### src/rtl/srs_pkg.sv
package srs_pkg;

    typedef enum logic [2:0] {
        ST_RUN   = 3'd0,
        ST_DRAIN = 3'd1,
        ST_SREF  = 3'd2,
        ST_SLEEP = 3'd3,
        ST_CLKON = 3'd4,
        ST_CKEON = 3'd5,
        ST_MRS   = 3'd6,
        ST_LOCK  = 3'd7
    } srs_state_e;

    typedef struct packed {
        logic refresh;
        logic mrs;
        logic cke;
        logic stop_core;
        logic stop_ctrl;
        logic accept;
        logic in_sr;
    } srs_ctl_t;

    function automatic srs_ctl_t srs_decode(input srs_state_e s);
        srs_ctl_t c;
        c = '0;
        c.cke = 1'b1;
        case (s)
            ST_RUN:   c.accept = 1'b1;
            ST_SREF: begin
                c.refresh = 1'b1;
                c.cke     = 1'b0;
            end
            ST_SLEEP: begin
                c.cke       = 1'b0;
                c.stop_core = 1'b1;
                c.stop_ctrl = 1'b1;
                c.in_sr     = 1'b1;
            end
            ST_CLKON: begin
                c.cke   = 1'b0;
                c.in_sr = 1'b1;
            end
            ST_MRS:   c.mrs = 1'b1;
            default:  ;
        endcase
        return c;
    endfunction

endpackage

### src/rtl/srs_idle_filter.sv
module srs_idle_filter #(
    parameter int CNT_W = 32
) (
    input  logic             clk,
    input  logic             rst,
    input  logic             arm,
    input  logic             idle,
    input  logic             wake,
    input  logic [CNT_W-1:0] thresh,
    output logic             hit
);
    localparam logic [CNT_W-1:0] CNT_MAX = '1;

    logic             cond;
    logic [CNT_W-1:0] run_q;

    assign cond = arm && idle && !wake;
    assign hit  = cond && (run_q >= thresh);

    always_ff @(posedge clk) begin
        if (rst || !cond)
            run_q <= '0;
        else if (run_q != CNT_MAX)
            run_q <= run_q + 1'b1;
    end

    // the run counter only moves while the qualifying condition is held
    p_run_restart_r1: assert property (@(posedge clk) disable iff (rst)
        (!cond) |=> (run_q == '0));

endmodule

### src/rtl/srs_lock_timer.sv
module srs_lock_timer #(
    parameter int DLY_W = 8
) (
    input  logic             clk,
    input  logic             rst,
    input  logic             load,
    input  logic             dec,
    input  logic [DLY_W-1:0] dly,
    output logic             last
);
    logic [DLY_W-1:0] cnt_q;

    always_ff @(posedge clk) begin
        if (rst)
            cnt_q <= '0;
        else if (load)
            cnt_q <= dly;
        else if (dec && cnt_q != '0)
            cnt_q <= cnt_q - 1'b1;
    end

    assign last = (cnt_q == {{(DLY_W-1){1'b0}}, 1'b1});

    // the lockout never counts down from an empty timer
    p_dec_nonzero_r8: assert property (@(posedge clk) disable iff (rst)
        dec |-> (cnt_q != '0));

endmodule

### src/rtl/srs_fsm.sv
module srs_fsm
    import srs_pkg::*;
(
    input  logic       clk,
    input  logic       rst,
    input  logic       hit,
    input  logic       idle,
    input  logic       wake,
    input  logic       dly_zero,
    input  logic       lock_last,
    output srs_state_e state_q
);
    srs_state_e state_d;

    always_comb begin
        state_d = state_q;
        case (state_q)
            ST_RUN:   if (hit) state_d = ST_DRAIN;
            ST_DRAIN: begin
                if (wake)      state_d = ST_RUN;
                else if (idle) state_d = ST_SREF;
            end
            ST_SREF:  state_d = ST_SLEEP;
            ST_SLEEP: if (wake) state_d = ST_CLKON;
            ST_CLKON: state_d = ST_CKEON;
            ST_CKEON: state_d = ST_MRS;
            ST_MRS:   state_d = dly_zero ? ST_RUN : ST_LOCK;
            ST_LOCK:  if (lock_last) state_d = ST_RUN;
            default:  state_d = ST_RUN;
        endcase
    end

    always_ff @(posedge clk) begin
        if (rst) state_q <= ST_RUN;
        else     state_q <= state_d;
    end

    // a wake seen while asleep resumes the clocks on the next cycle
    p_resume_r5: assert property (@(posedge clk) disable iff (rst)
        (state_q == ST_SLEEP && wake) |=> (state_q == ST_CLKON));

    // sleep persists without a wake
    p_sleep_hold_r4: assert property (@(posedge clk) disable iff (rst)
        (state_q == ST_SLEEP && !wake) |=> (state_q == ST_SLEEP));

endmodule

### src/rtl/srs_seq.sv
module srs_seq
    import srs_pkg::*;
#(
    parameter int SENS_W = 32,
    parameter int DLY_W  = 8,
    parameter int MODE_W = 16
) (
    input  logic              clk,
    input  logic              rst,
    input  logic              pd_en,
    input  logic [SENS_W-1:0] sens_thresh,
    input  logic              ctl_idle,
    input  logic              wake_req,
    input  logic [MODE_W-1:0] mode_data,
    input  logic [DLY_W-1:0]  ready_dly,
    output logic              cmd_refresh,
    output logic              cmd_mrs,
    output logic [MODE_W-1:0] mrs_data,
    output logic              dram_cke,
    output logic              clk_stop_core,
    output logic              clk_stop_ctrl,
    output logic              req_accept,
    output logic              in_selfref
);
    srs_state_e st;
    srs_ctl_t   ctl;
    logic       hit;
    logic       lock_last;

    srs_idle_filter #(.CNT_W(SENS_W)) u_filt (
        .clk    (clk),
        .rst    (rst),
        .arm    (pd_en && st == ST_RUN),
        .idle   (ctl_idle),
        .wake   (wake_req),
        .thresh (sens_thresh),
        .hit    (hit)
    );

    srs_lock_timer #(.DLY_W(DLY_W)) u_lock (
        .clk  (clk),
        .rst  (rst),
        .load (st == ST_MRS),
        .dec  (st == ST_LOCK),
        .dly  (ready_dly),
        .last (lock_last)
    );

    srs_fsm u_fsm (
        .clk       (clk),
        .rst       (rst),
        .hit       (hit),
        .idle      (ctl_idle),
        .wake      (wake_req),
        .dly_zero  (ready_dly == '0),
        .lock_last (lock_last),
        .state_q   (st)
    );

    assign ctl           = srs_decode(st);
    assign cmd_refresh   = ctl.refresh;
    assign cmd_mrs       = ctl.mrs;
    assign mrs_data      = ctl.mrs ? mode_data : '0;
    assign dram_cke      = ctl.cke;
    assign clk_stop_core = ctl.stop_core;
    assign clk_stop_ctrl = ctl.stop_ctrl;
    assign req_accept    = ctl.accept;
    assign in_selfref    = ctl.in_sr;

    // leaving normal service requires the enable
    p_entry_needs_en_r1: assert property (@(posedge clk) disable iff (rst)
        (st == ST_RUN && req_accept) ##1 (st == ST_DRAIN) |-> $past(pd_en));

    // refresh only follows a sampled idle controller
    p_refresh_after_idle_r2: assert property (@(posedge clk) disable iff (rst)
        cmd_refresh |-> $past(ctl_idle));

    // after the refresh the clock enable stays low and clocks stop
    p_clocks_off_r4: assert property (@(posedge clk) disable iff (rst)
        cmd_refresh |=> (!dram_cke && clk_stop_core && clk_stop_ctrl && in_selfref));

    // clock enable returns one cycle after clocks resume
    p_cke_after_clk_r6: assert property (@(posedge clk) disable iff (rst)
        ($fell(clk_stop_core) && !$past(rst)) |-> (!dram_cke ##1 dram_cke));

    // mode-register-set follows the clock enable release
    p_mrs_after_cke_r7: assert property (@(posedge clk) disable iff (rst)
        ($rose(dram_cke) && !$past(rst)) |=> cmd_mrs);

    // a request during drain abandons the power-down
    p_abandon_r9: assert property (@(posedge clk) disable iff (rst)
        (st == ST_DRAIN && wake_req) |=> (req_accept && !cmd_refresh));

endmodule

### config.mk
export PLATFORM = sky130hd
export DESIGN_NAME = srs_seq
export DESIGN_NICKNAME = d
export VERILOG_FILES = /design/src/rtl/srs_pkg.sv /design/src/rtl/srs_idle_filter.sv /design/src/rtl/srs_lock_timer.sv /design/src/rtl/srs_fsm.sv /design/src/rtl/srs_seq.sv
export SDC_FILE = /design/constraint.sdc
export NUM_CORES = 1
export LEC_CHECK = 0
export BUFFER_PORTS_ARGS = -buffer_cell sky130_fd_sc_hd__buf_4
export CORE_MARGIN = 3
export CORE_UTILIZATION = 53
export DETAILED_ROUTE_END_ITERATION = 10
export GPL_TIMING_DRIVEN = 0
export PLACE_DENSITY = 0.8
export SYNTH_ARGS = -nofsm -noshare
export SYNTH_HDL_FRONTEND = slang
export SYNTH_HIERARCHICAL = 1
export SYNTH_SLANG_ARGS = --single-unit
### constraint.sdc
create_clock -name clk -period 4.2 [get_ports clk]
set_input_delay 0.42 -clock clk [delete_from_list [all_inputs] [get_ports clk]]
set_output_delay 0.42 -clock clk [all_outputs]
set_load 0.02 [all_outputs]
## After elaboration in Yosys (flattened, before gate mapping)

Cells that the tools add are included.

| storage, ports and cells | value |
|---|---|
| register bits after elaboration | 43 |
| latch bits | 0 |
| RAM bits | 0 |
| bits in read-only memories | 0 |
| bits of input ports | 61 |
| output and inout port bits | 23 |
| word-level logic and storage cells | 50 |
| memories | 0 |

| operators by class | value |
|---|---|
| $add $sub $neg | 2 |
| multiply operators | 0 |
| div/mod/pow operators | 0 |
| $lt $le $gt $ge | 1 |
| eq/ne operators | 13 |
| shift-type cells | 0 |
| multiplexer cells | 16 |
| bitwise logic cells | 0 |
| reduce and logical (&&, ||, !) cells | 15 |

Operators with widths:

| cell | number |
|---|---|
| adder 32 x 1 -> 32 bit (second input constant) | 1 |
| greater-or-equal comparator 32 bit | 1 |
| inequality test 32 bit (second input constant) | 1 |
| one-hot mux 3 bit (8 select lines) | 1 |
| two-way mux 3 bit | 6 |
| two-way mux 16 bit | 1 |
| two-way mux 8 bit | 2 |
| equality test 3 bit (second input constant) | 4 |
| equality test 8 x 1 -> 1 bit (second input constant) | 1 |
| zero test 8 bit | 1 |
| nonzero test 8 bit | 1 |
| subtractor 8 x 1 -> 8 bit (second input constant) | 1 |
| equality test 3 x 2 -> 1 bit (second input constant) | 2 |
| inequality test 2 bit (second input constant) | 3 |
| logical AND 1 bit | 5 |
| two-way mux 1 bit | 5 |
| AND reduction 4 bit | 1 |
| equality test 3 x 1 -> 1 bit (second input constant) | 1 |
| zero test 3 bit | 1 |
| inequality test 3 bit (second input constant) | 1 |
| OR reduction 3 bit | 1 |
| zero test 1 bit | 2 |
| two-way mux 2 bit | 1 |
| nonzero test 2 bit | 1 |
| 2 further kinds | 2 |

## Logic depth before layout (Yosys ltp)

Gate-level depths: netlist (run 1).

| logic depth | value |
|---|---|
| word-level depth | 7 |
| depth in mapped cells | 9 |
| depth with buffers taken out | 9 |

## Hierarchy

The synthesis (run 1) kept the hierarchy.

By module, submodules not included:

| module | instances | cells each | area an instance (um2) |
|---|---|---|---|
| srs_idle_filter | 1 | 311 | 2407.3 |
| srs_lock_timer | 1 | 59 | 524.3 |
| srs_seq | 1 | 31 | 255.2 |
| srs_fsm | 1 | 20 | 165.2 |

## Least setup slack after synthesis (run 1)

OpenSTA, ideal clock, no wires.

| timing path | value |
|---|---|
| path type | reg2reg |
| from | register u_fsm.state_q[2] |
| to | register u_filt.run_q[26] |
| setup time | 0.060 ns |
| arrival time | 2.330 ns |
| required time | 4.140 ns |
| setup slack | 1.810 ns |
| stages on the path, launching flop included | 8 |
| cells stage by stage | dfxtp_1 -> nor3_1 -> and2_1 -> nand3b_1 -> or2_2 -> clkbuf_1 -> or4_1 -> nand2_1 |

| between the ends | value |
|---|---|
| word-level cells in the longest chain between the ends | 6 |

Ends and longest elaborated chain:

| what | RTL line | RTL |
|---|---|---|
| from (decl) | srs_fsm.sv:11 | `output srs_state_e state_q` |
| from (signal assigned) | srs_fsm.sv:35 | `else state_q <= state_d;` |
| zero test 3 bit | srs_seq.sv:33 | `.arm (pd_en && st == ST_RUN),` |
| logical AND 1 bit | srs_seq.sv:33 |  |
| logical AND 1 bit (2 in a row) | srs_idle_filter.sv:17 | `assign cond = arm && idle && !wake;` |
| zero test 1 bit | srs_idle_filter.sv:21 | `if (rst \|\| !cond)` |
| logical OR 1 bit | srs_idle_filter.sv:21 |  |
| to (signal assigned) | srs_idle_filter.sv:24 | `run_q <= run_q + 1'b1;` |
| to (decl) | srs_idle_filter.sv:15 | `logic [CNT_W-1:0] run_q;` |

Every way passes these cells.
A chain may end at the register's enable or synchronous reset.

## Worst setup path in the final report (run 1)

| timing path | value |
|---|---|
| from | register u_filt.run_q[0] |
| to | register u_fsm.state_q[0] |

| between the ends | value |
|---|---|
| word-level cells in the longest chain between the ends | 4 |

Ends and longest elaborated chain:

| what | RTL line | RTL |
|---|---|---|
| greater-or-equal comparator 32 bit | srs_idle_filter.sv:18 | `assign hit = cond && (run_q >= thresh);` |
| logical AND 1 bit | srs_idle_filter.sv:18 |  |
| net hit | srs_seq.sv:27 | `logic hit;` |
| inequality test 2 bit (no line) | - |  |
| AND reduction 4 bit (no line) | - |  |

The timed path passes the listed nets, and every way through them passes these cells.

==> results of run 1 <==
[worst max-delay path, delay by kind of cell, from the launching register on]
kind                     cells  cell delay (ns)
AO/OA/AOI/OAI                6             1.62
adder cells (fa/ha/maj)      1             0.26
buffers and inverters        1             0.09
flip-flops                   1             0.38
AND/OR/NAND/NOR              1             0.14
[layer usage]
| layer | wire length [µm] | share of wire | GRT usage |
|---|---|---|---|
| met1 | 3584 | 0.44 | 0.2763 |
| met2 | 3962 | 0.48 | 0.3983 |
| met3 | 585 | 0.071 | 0.04515 |
| met4 | 53 | 0.0065 | 0.04892 |
| met5 | 0 | 0 | 0 |
[registers in the layout, summed over array words and instances (netlist names)]
name and count:
u_lock/cnt_q 8, u_fsm/state_q 3, u_filt/run_q 32
[where the power goes]
| group | switching (mW) | internal [mW] | total, mW | leakage, nW |
|---|---|---|---|---|
| Clock | 0.135 | 0.150 | 0.285 | 0.0515 |
| Sequential | 0.000325 | 0.407 | 0.408 | 0.346 |
| Combinational | 0.0309 | 0.0491 | 0.0800 | 1.39 |
[layout by cell type, fill, tap and decap left out, types with 3 or more instances in the layout]
cell type / n
a21oi_1: 36
clkbuf_1: 9
nor2_1: 21
dfxtp_1: 43
xnor2_1: 6
o31ai_1: 9
o21ai_0: 20
inv_1: 43
nor4_1: 5
a21o_1: 3
nand2_1: 30
and2_4: 9
nand3_1: 20
and2_1: 5
and2_2: 7
nor3_1: 7
nand4_1: 12
o211ai_1: 3
clkbuf_8: 7
ha_1: 36
buf_4: 84
and3_1: 5
and4_1: 10
a211oi_1: 7
or4_1: 12
mux2i_1: 3
or3_1: 14
[area by class of cell]
cell class                 count  share of cell area
buffer                        14             0.02071
clock buffer                   8             0.02401
inverter                      43             0.03872
multi-input combinational    321              0.5381
sequential                    43              0.2065
tap                           75             0.02251
timing repair buffer          83              0.1495
[cell families after synthesis]
group                    count (synthesis)  synth area share
AND/OR/NAND/NOR                        174            0.3091
AO/OA/AOI/OAI                          101            0.1986
buffers and inverters                   57           0.07391
flip-flops                              43            0.2568
adder cells (fa/ha/maj)                 36            0.1344
XOR/XNOR                                 7           0.01829
multiplexers                             3          0.008959
[worst paths after layout]
path	slack, ns	to	cells past startpoint
setup reg to reg	1.58	u_fsm/state_q[0]$_SDFFE_PP0P_	9
hold / removal	0.34	u_fsm/state_q[2]$_SDFFE_PP0P_	2
hold reg to reg	0.52	u_filt/run_q[31]$_SDFFE_PP0P_	2
setup / recovery	1.58	u_fsm/state_q[0]$_SDFFE_PP0P_	9
==> reports/qor.csv, run 1 <==
stage,metric,value,unit
outcome,status,"finished, final reports clean",
global_route,grt_pass1_wl,13720,µm
worst_setup_path,worst_setup_path_end_kind,flip-flop,
route,antenna_left,0,
synthesis,synth_top_area_share,0.2568,
clocking,clockRootBuffer,clkbuf_8,
clocking,path_clk_slew,0.08,ns
power_and_ir_drop,total_power,772.8,µW
die,coreArea,6026,µm²
route,drc,0,
final_layout,drive_gt1_frac,0.2402,
synthesis,yosysWarnings,6,
synthesis,postSynth.asyncResetShare,0,
worst_setup_path,path_max_fanout,4,
clocking,clk_latency,0.29,ns
global_route,first_global_vias,3147,
timing,setup_tns,0,ns
timing,fin_crit_sh,0.6241,
timing,final-setup-viol-count,0,
route,viasPerCell,5.920,
synthesis,synth_edf_count,0,
clocking,postCtsSetupRepairBufs,0,
place,port_buffers,83,
timing,whs,0.3355,ns
final_layout,n_fill_cell,520,
power_and_ir_drop,vdd_drop_max,162.0,µV
place,pre_cts_ws,1.523,ns
synthesis,netlist_area,3352,µm²
synthesis,yosys.area.top_type,dfxtp_1,
flow_run,max_cap_viol_count,0,
power_and_ir_drop,p_leak,1.787,nW
global_route,grt_antenna_before_repair,0,
timing,hold_viol,0,
timing,fin_ws,1.579,ns
worst_setup_path,cpPeakStageDelay,0.44,ns
final_layout,stdcell_count,587,
synthesis,synth.distinct_cells,63,
route,post_drt_wl_per_cell,13.94,µm
route,drtIter0Drc,138,
timing,report.final.slew_viol_count,0,
final_layout,diodes,0,
die,io_pins,84,
final_layout,final_area,4169,µm²
clocking,htreeDepth,2,
synthesis,synth_area_leaders,"dfxtp_1 (26%), ha_1 (13%), a21oi_1 (5.4%)",
synthesis,avgSynthCellArea,7.962,µm²
timing,fin_skew,0.004976,ns
die,die_y,85.53,µm
power_and_ir_drop,p_per_area,185.4,nW/µm²
die,die_area,7315,µm²
final_layout,regArea,860.8,µm²
synthesis,yosys_most_used_dff,dfxtp_1,
global_route,overflow,0,
worst_setup_path,slowest_stage,a2111oi_0,
clocking,clockBufferDepth,2,
place,gp_congestion,0.8764,
worst_setup_path,reg2reg_from,u_filt/run_q[0]$_SDFFE_PP0P_,
worst_setup_path,cp-start-kind,flip-flop,
clocking,clkSinkCount,43,
synthesis,ys_ff_latch,43,
place,dp_cells,579,
synthesis,yosysSeqAreaShare,0.2568,
route,dr.pass1.iters,4,
clocking,numCtsBuffers,5,
timing,rsz0062_at_grt,no,
global_route,grt_start_max_net_pins,16,
final_layout,area.growth.synth_to_final,24.37,%
worst_hold_path,hold_path.class,in -> reg,
synthesis,syn-num-nets,518,
clocking,cts_tree,yes,
final_layout,multi_input_area,2243,µm²
timing,fmax,381.5,MHz
clocking,ctsResizeCount,0,
timing,slew_headroom,0.5592,
global_route,grt.total_usage,0.2230,
worst_setup_path,crit_chain,inv_1 > ha_1 > nand2b_1 > a2111oi_0 > o21ai_0 > a211oi_1 > o31ai_1 > o311ai_0 > o21ai_1,
worst_setup_path,startpoint,u_filt/run_q[0]$_SDFFE_PP0P_,
route,routed_wl,8185,µm
final_layout,final_util,0.6919,
route,via_count,3475,
worst_hold_path,hold_path_startpoint,rst,
place,post_dp_cell_area,4069,µm²
final_layout,num-nets-final,608,
place,dpl.hpwl,6559,µm
worst_setup_path,critPathRequiredTime,4.37,ns
die,start_util,0.5563,
timing,worst_pin_slew,0.6552,ns
clocking,cts_hold_repair.buffers,0,
worst_setup_path,crit_type,reg -> reg,
timing,fin_crit,2.621,ns
die,die_w,85.53,µm
synthesis,synth_commonest_cells,"dfxtp_1 (43), inv_1 (43), a21oi_1 (36), ha_1 (36), nand2_1 (30)",
worst_setup_path,arrival,2.79,ns
die,num_rows,28,
synthesis,synthCells,421,
Power figures use the tool's default switching activity.
==> run 2: changes to the inputs <==
==> constraint.sdc (replaced) <==
create_clock -name clk -period 2.5 [get_ports clk]
set_input_delay 0.25 -clock clk [delete_from_list [all_inputs] [get_ports clk]]
set_output_delay 0.25 -clock clk [all_outputs]
set_load 0.02 [all_outputs]
==> run 2 against run 1 <==
  * Global-route usage rose by 0.080 points
  * Non-clock buffer count fell by 1
  * Clock skew barely moved
  * Combinational power rose by 70%
  * Critical endpoint unchanged
==> reports/qor.csv, run 2 (synthesized netlist as in run 1, its figures left out) <==
stage,metric,value,unit,change
clocking,htreeDepth,2,,unchanged
timing,fin_ws,0.1536,ns,was 1.579 ns
power_and_ir_drop,p_int,1.021,mW,was 606.7 µW
clocking,clkSinkCount,43,,unchanged
clocking,cts_hold_repair.buffers,0,,unchanged
worst_setup_path,critPathRequiredTime,2.67,ns,was 4.37 ns
clocking,cts_tree,yes,,unchanged
place,pre_cts_ws,-0.09219,ns,was 1.523 ns
power_and_ir_drop,p_switching,277.5,µW,was 166.1 µW
worst_setup_path,cpPeakStageDelay,0.39,ns,was 0.44 ns
final_layout,final_common_cell,buf_4,,unchanged
worst_setup_path,crit_chain,inv_1 > ha_1 > nand2b_1 > a2111oi_2 > o21ai_1 > a211oi_2 > o31ai_1 > o311ai_0 > o21ai_1,,was inv_1 > ha_1 > nand2b_1 > a2111oi_0 > o21ai_0 > a211oi_1 > o31ai_1 > o311ai_0 > o21ai_1
die,io_pins,84,,unchanged
worst_setup_path,slowest_stage,a2111oi_2,,was a2111oi_0
power_and_ir_drop,vdd_drop_max,272.0,µV,was 162.0 µV
timing,final-setup-viol-count,0,,unchanged
power_and_ir_drop,total_power,1.298,mW,was 772.8 µW
clocking,clk_latency,0.29,ns,about the same
power_and_ir_drop,p_leak,1.789,nW,was 1.787 nW
timing,worst_pin_slew,0.6618,ns,was 0.6552 ns
clocking,numCtsBuffers,5,,unchanged
timing,fin_skew,0.004981,ns,was 0.004976 ns
place,port_buffers,83,,unchanged
power_and_ir_drop,p_per_area,310.4,nW/µm²,was 185.4 nW/µm²
die,start_util,0.5563,,unchanged
worst_setup_path,cpMostUsedCell,o21ai_1,,
worst_setup_path,worst_setup_path_end_kind,flip-flop,,unchanged
final_layout,area.growth.synth_to_final,24.75,%,was 24.37%
final_layout,diodes,0,,unchanged
clocking,path_clk_slew,0.07,ns,was 0.08 ns
worst_setup_path,arrival,2.52,ns,was 2.79 ns
route,drtIter0Drc,158,,was 138
worst_setup_path,path_max_fanout,4,,unchanged
route,via_count,3440,,was 3475
final_layout,final_cell_mix,"buf_4 (84), inv_1 (43), dfxtp_1 (42)",,"was buf_4 (84), inv_1 (43), dfxtp_1 (43)"
timing,fin_crit,2.346,ns,was 2.621 ns
global_route,first_global_vias,3162,,was 3147
worst_setup_path,cp-start-kind,flip-flop,,unchanged
timing,hold_viol,0,,unchanged
final_layout,drive_gt1_frac,0.2505,,was 0.2402
die,die_area,7315,µm²,unchanged
worst_setup_path,crit_type,reg -> reg,,unchanged
flow_run,max_cap_viol_count,0,,unchanged
outcome,status,"finished, final reports clean",,unchanged
power_and_ir_drop,switching_share,0.2137,,was 0.2150
final_layout,largestRegisters,"u_filt/run_q x32, u_lock/cnt_q x8, u_fsm/state_q x3",,unchanged
die,die_y,85.53,µm,unchanged
route,antenna_left,0,,unchanged
final_layout,final_util,0.6939,,was 0.6919
timing,slew_headroom,0.5548,,was 0.5592
final_layout,largest_reg_flops,32,,unchanged
timing,report.final.slew_viol_count,0,,unchanged
die,coreArea,6026,µm²,unchanged
die,num_rows,28,,unchanged
final_layout,top_register,u_filt/run_q,,unchanged
global_route,grt_pass1_wl,13750,µm,was 13720 µm
power_and_ir_drop,seqPwrFrac,0.528,,about the same
global_route,grt_antenna_before_repair,0,,unchanged
place,gp_congestion,0.8764,,unchanged
route,viasPerCell,5.870,,was 5.920
route,routed_wl,8153,µm,was 8185 µm
timing,setup_tns,0,ns,unchanged
global_route,overflow,0,,unchanged
route,dr.pass1.iters,4,,unchanged
power_and_ir_drop,clock_power_share,0.367,,was 0.369
route,post_drt_wl_per_cell,13.91,µm,was 13.94 µm
clocking,clockRootBuffer,clkbuf_8,,unchanged
clocking,postCtsSetupRepairBufs,0,,unchanged
route,drc,0,,unchanged
global_route,grt.total_usage,0.2238,,was 0.2230
global_route,grt_start_max_net_pins,16,,unchanged
die,die_w,85.53,µm,unchanged
final_layout,num-nets-final,607,,was 608
worst_hold_path,hold_path.class,in -> reg,,unchanged
power_and_ir_drop,p_comb_frac,0.105,,was 0.104
timing,fmax,426.2,MHz,was 381.5 MHz
clocking,clockBufferDepth,2,,unchanged
timing,fin_crit_sh,0.9386,,was 0.6241
place,dpl.hpwl,6559,µm,unchanged
## run 2: changes by cell type in the layout (fill, tap and decap cells not counted)
cell       change
clkbuf_1       -2
a2111oi_0      -1
a2111oi_2      +1
a211oi_1       -1
a211oi_2       +1
clkbuf_2       +1
dfxtp_1        -1
dfxtp_2        +1
ha_1           -1
ha_2           +1
o21ai_0        -1
o21ai_1        +1
## run 2: area by class of cell
type                            instances  area (µm²)
Inverter                               43       161.4
Fill cell                             519        1844
Timing Repair Buffer                   83       623.1
Clock buffer                            8       100.1
Tap cell                               75       93.84
Sequential cell                        43       862.1
Buffer                                 13       83.83
Multi-Input combinational cell        321        2257
## run 2: through the flow
stage	cells	instance area (µm²)	hold slack (ns)
after floorplan	421	3352	0.3191
after global placement	579	4069	0.4681
after detailed placement	579	4069	0.4696
after CTS	587	4175	0.1584
after global routing	586	4182	0.1788
final	586	4182	0.1682
## run 2: worst max-delay path: cells and delay by family (launching register included)
| kind | cells | cell delay [ns] |
|---|---|---|
| buf+inv | 1 | 0.07 |
| flops | 1 | 0.36 |
| fa+ha+maj | 1 | 0.27 |
| simple gates | 1 | 0.16 |
| compound gates | 6 | 1.36 |
## run 2: power groups by stage
| stage | Combinational (mW) | Clock [mW] | Sequential, mW |
|---|---|---|---|
| floorplan | 0.0469 | 0 | 0.701 |
| global placement | 0.129 | 0 | 0.701 |
| detailed placement | 0.135 | 0 | 0.701 |
| CTS | 0.136 | 0.494 | 0.685 |
| global route | 0.152 | 0.513 | 0.685 |
| finish | 0.136 | 0.476 | 0.685 |
## run 2: what timing repair did
action                                  4_1_cts  5_1_grt
gates cloned                                  0        0
endpoints found under the setup margin        1       14
gates resized for setup                       2        6
pin swaps                                     0        1
## run 2: routing by layer
| metal | wire (µm) | track usage |
|---|---|---|
| met1 | 3535 | 0.2751 |
| met2 | 3931 | 0.4025 |
| met3 | 583 | 0.04515 |
| met4 | 103 | 0.04892 |
| met5 | 0 | 0 |
## run 2: final timing paths
kind	start	endpoint	slack [ns]	cells after the start
max	u_filt/run_q[0]$_SDFFE_PP0P_	u_fsm/state_q[0]$_SDFFE_PP0P_	0.15	9
min	rst	u_fsm/state_q[2]$_SDFFE_PP0P_	0.17	2
max reg2reg	u_filt/run_q[0]$_SDFFE_PP0P_	u_fsm/state_q[0]$_SDFFE_PP0P_	0.15	9
min reg2reg	u_filt/run_q[31]$_SDFFE_PP0P_	u_filt/run_q[31]$_SDFFE_PP0P_	0.52	2
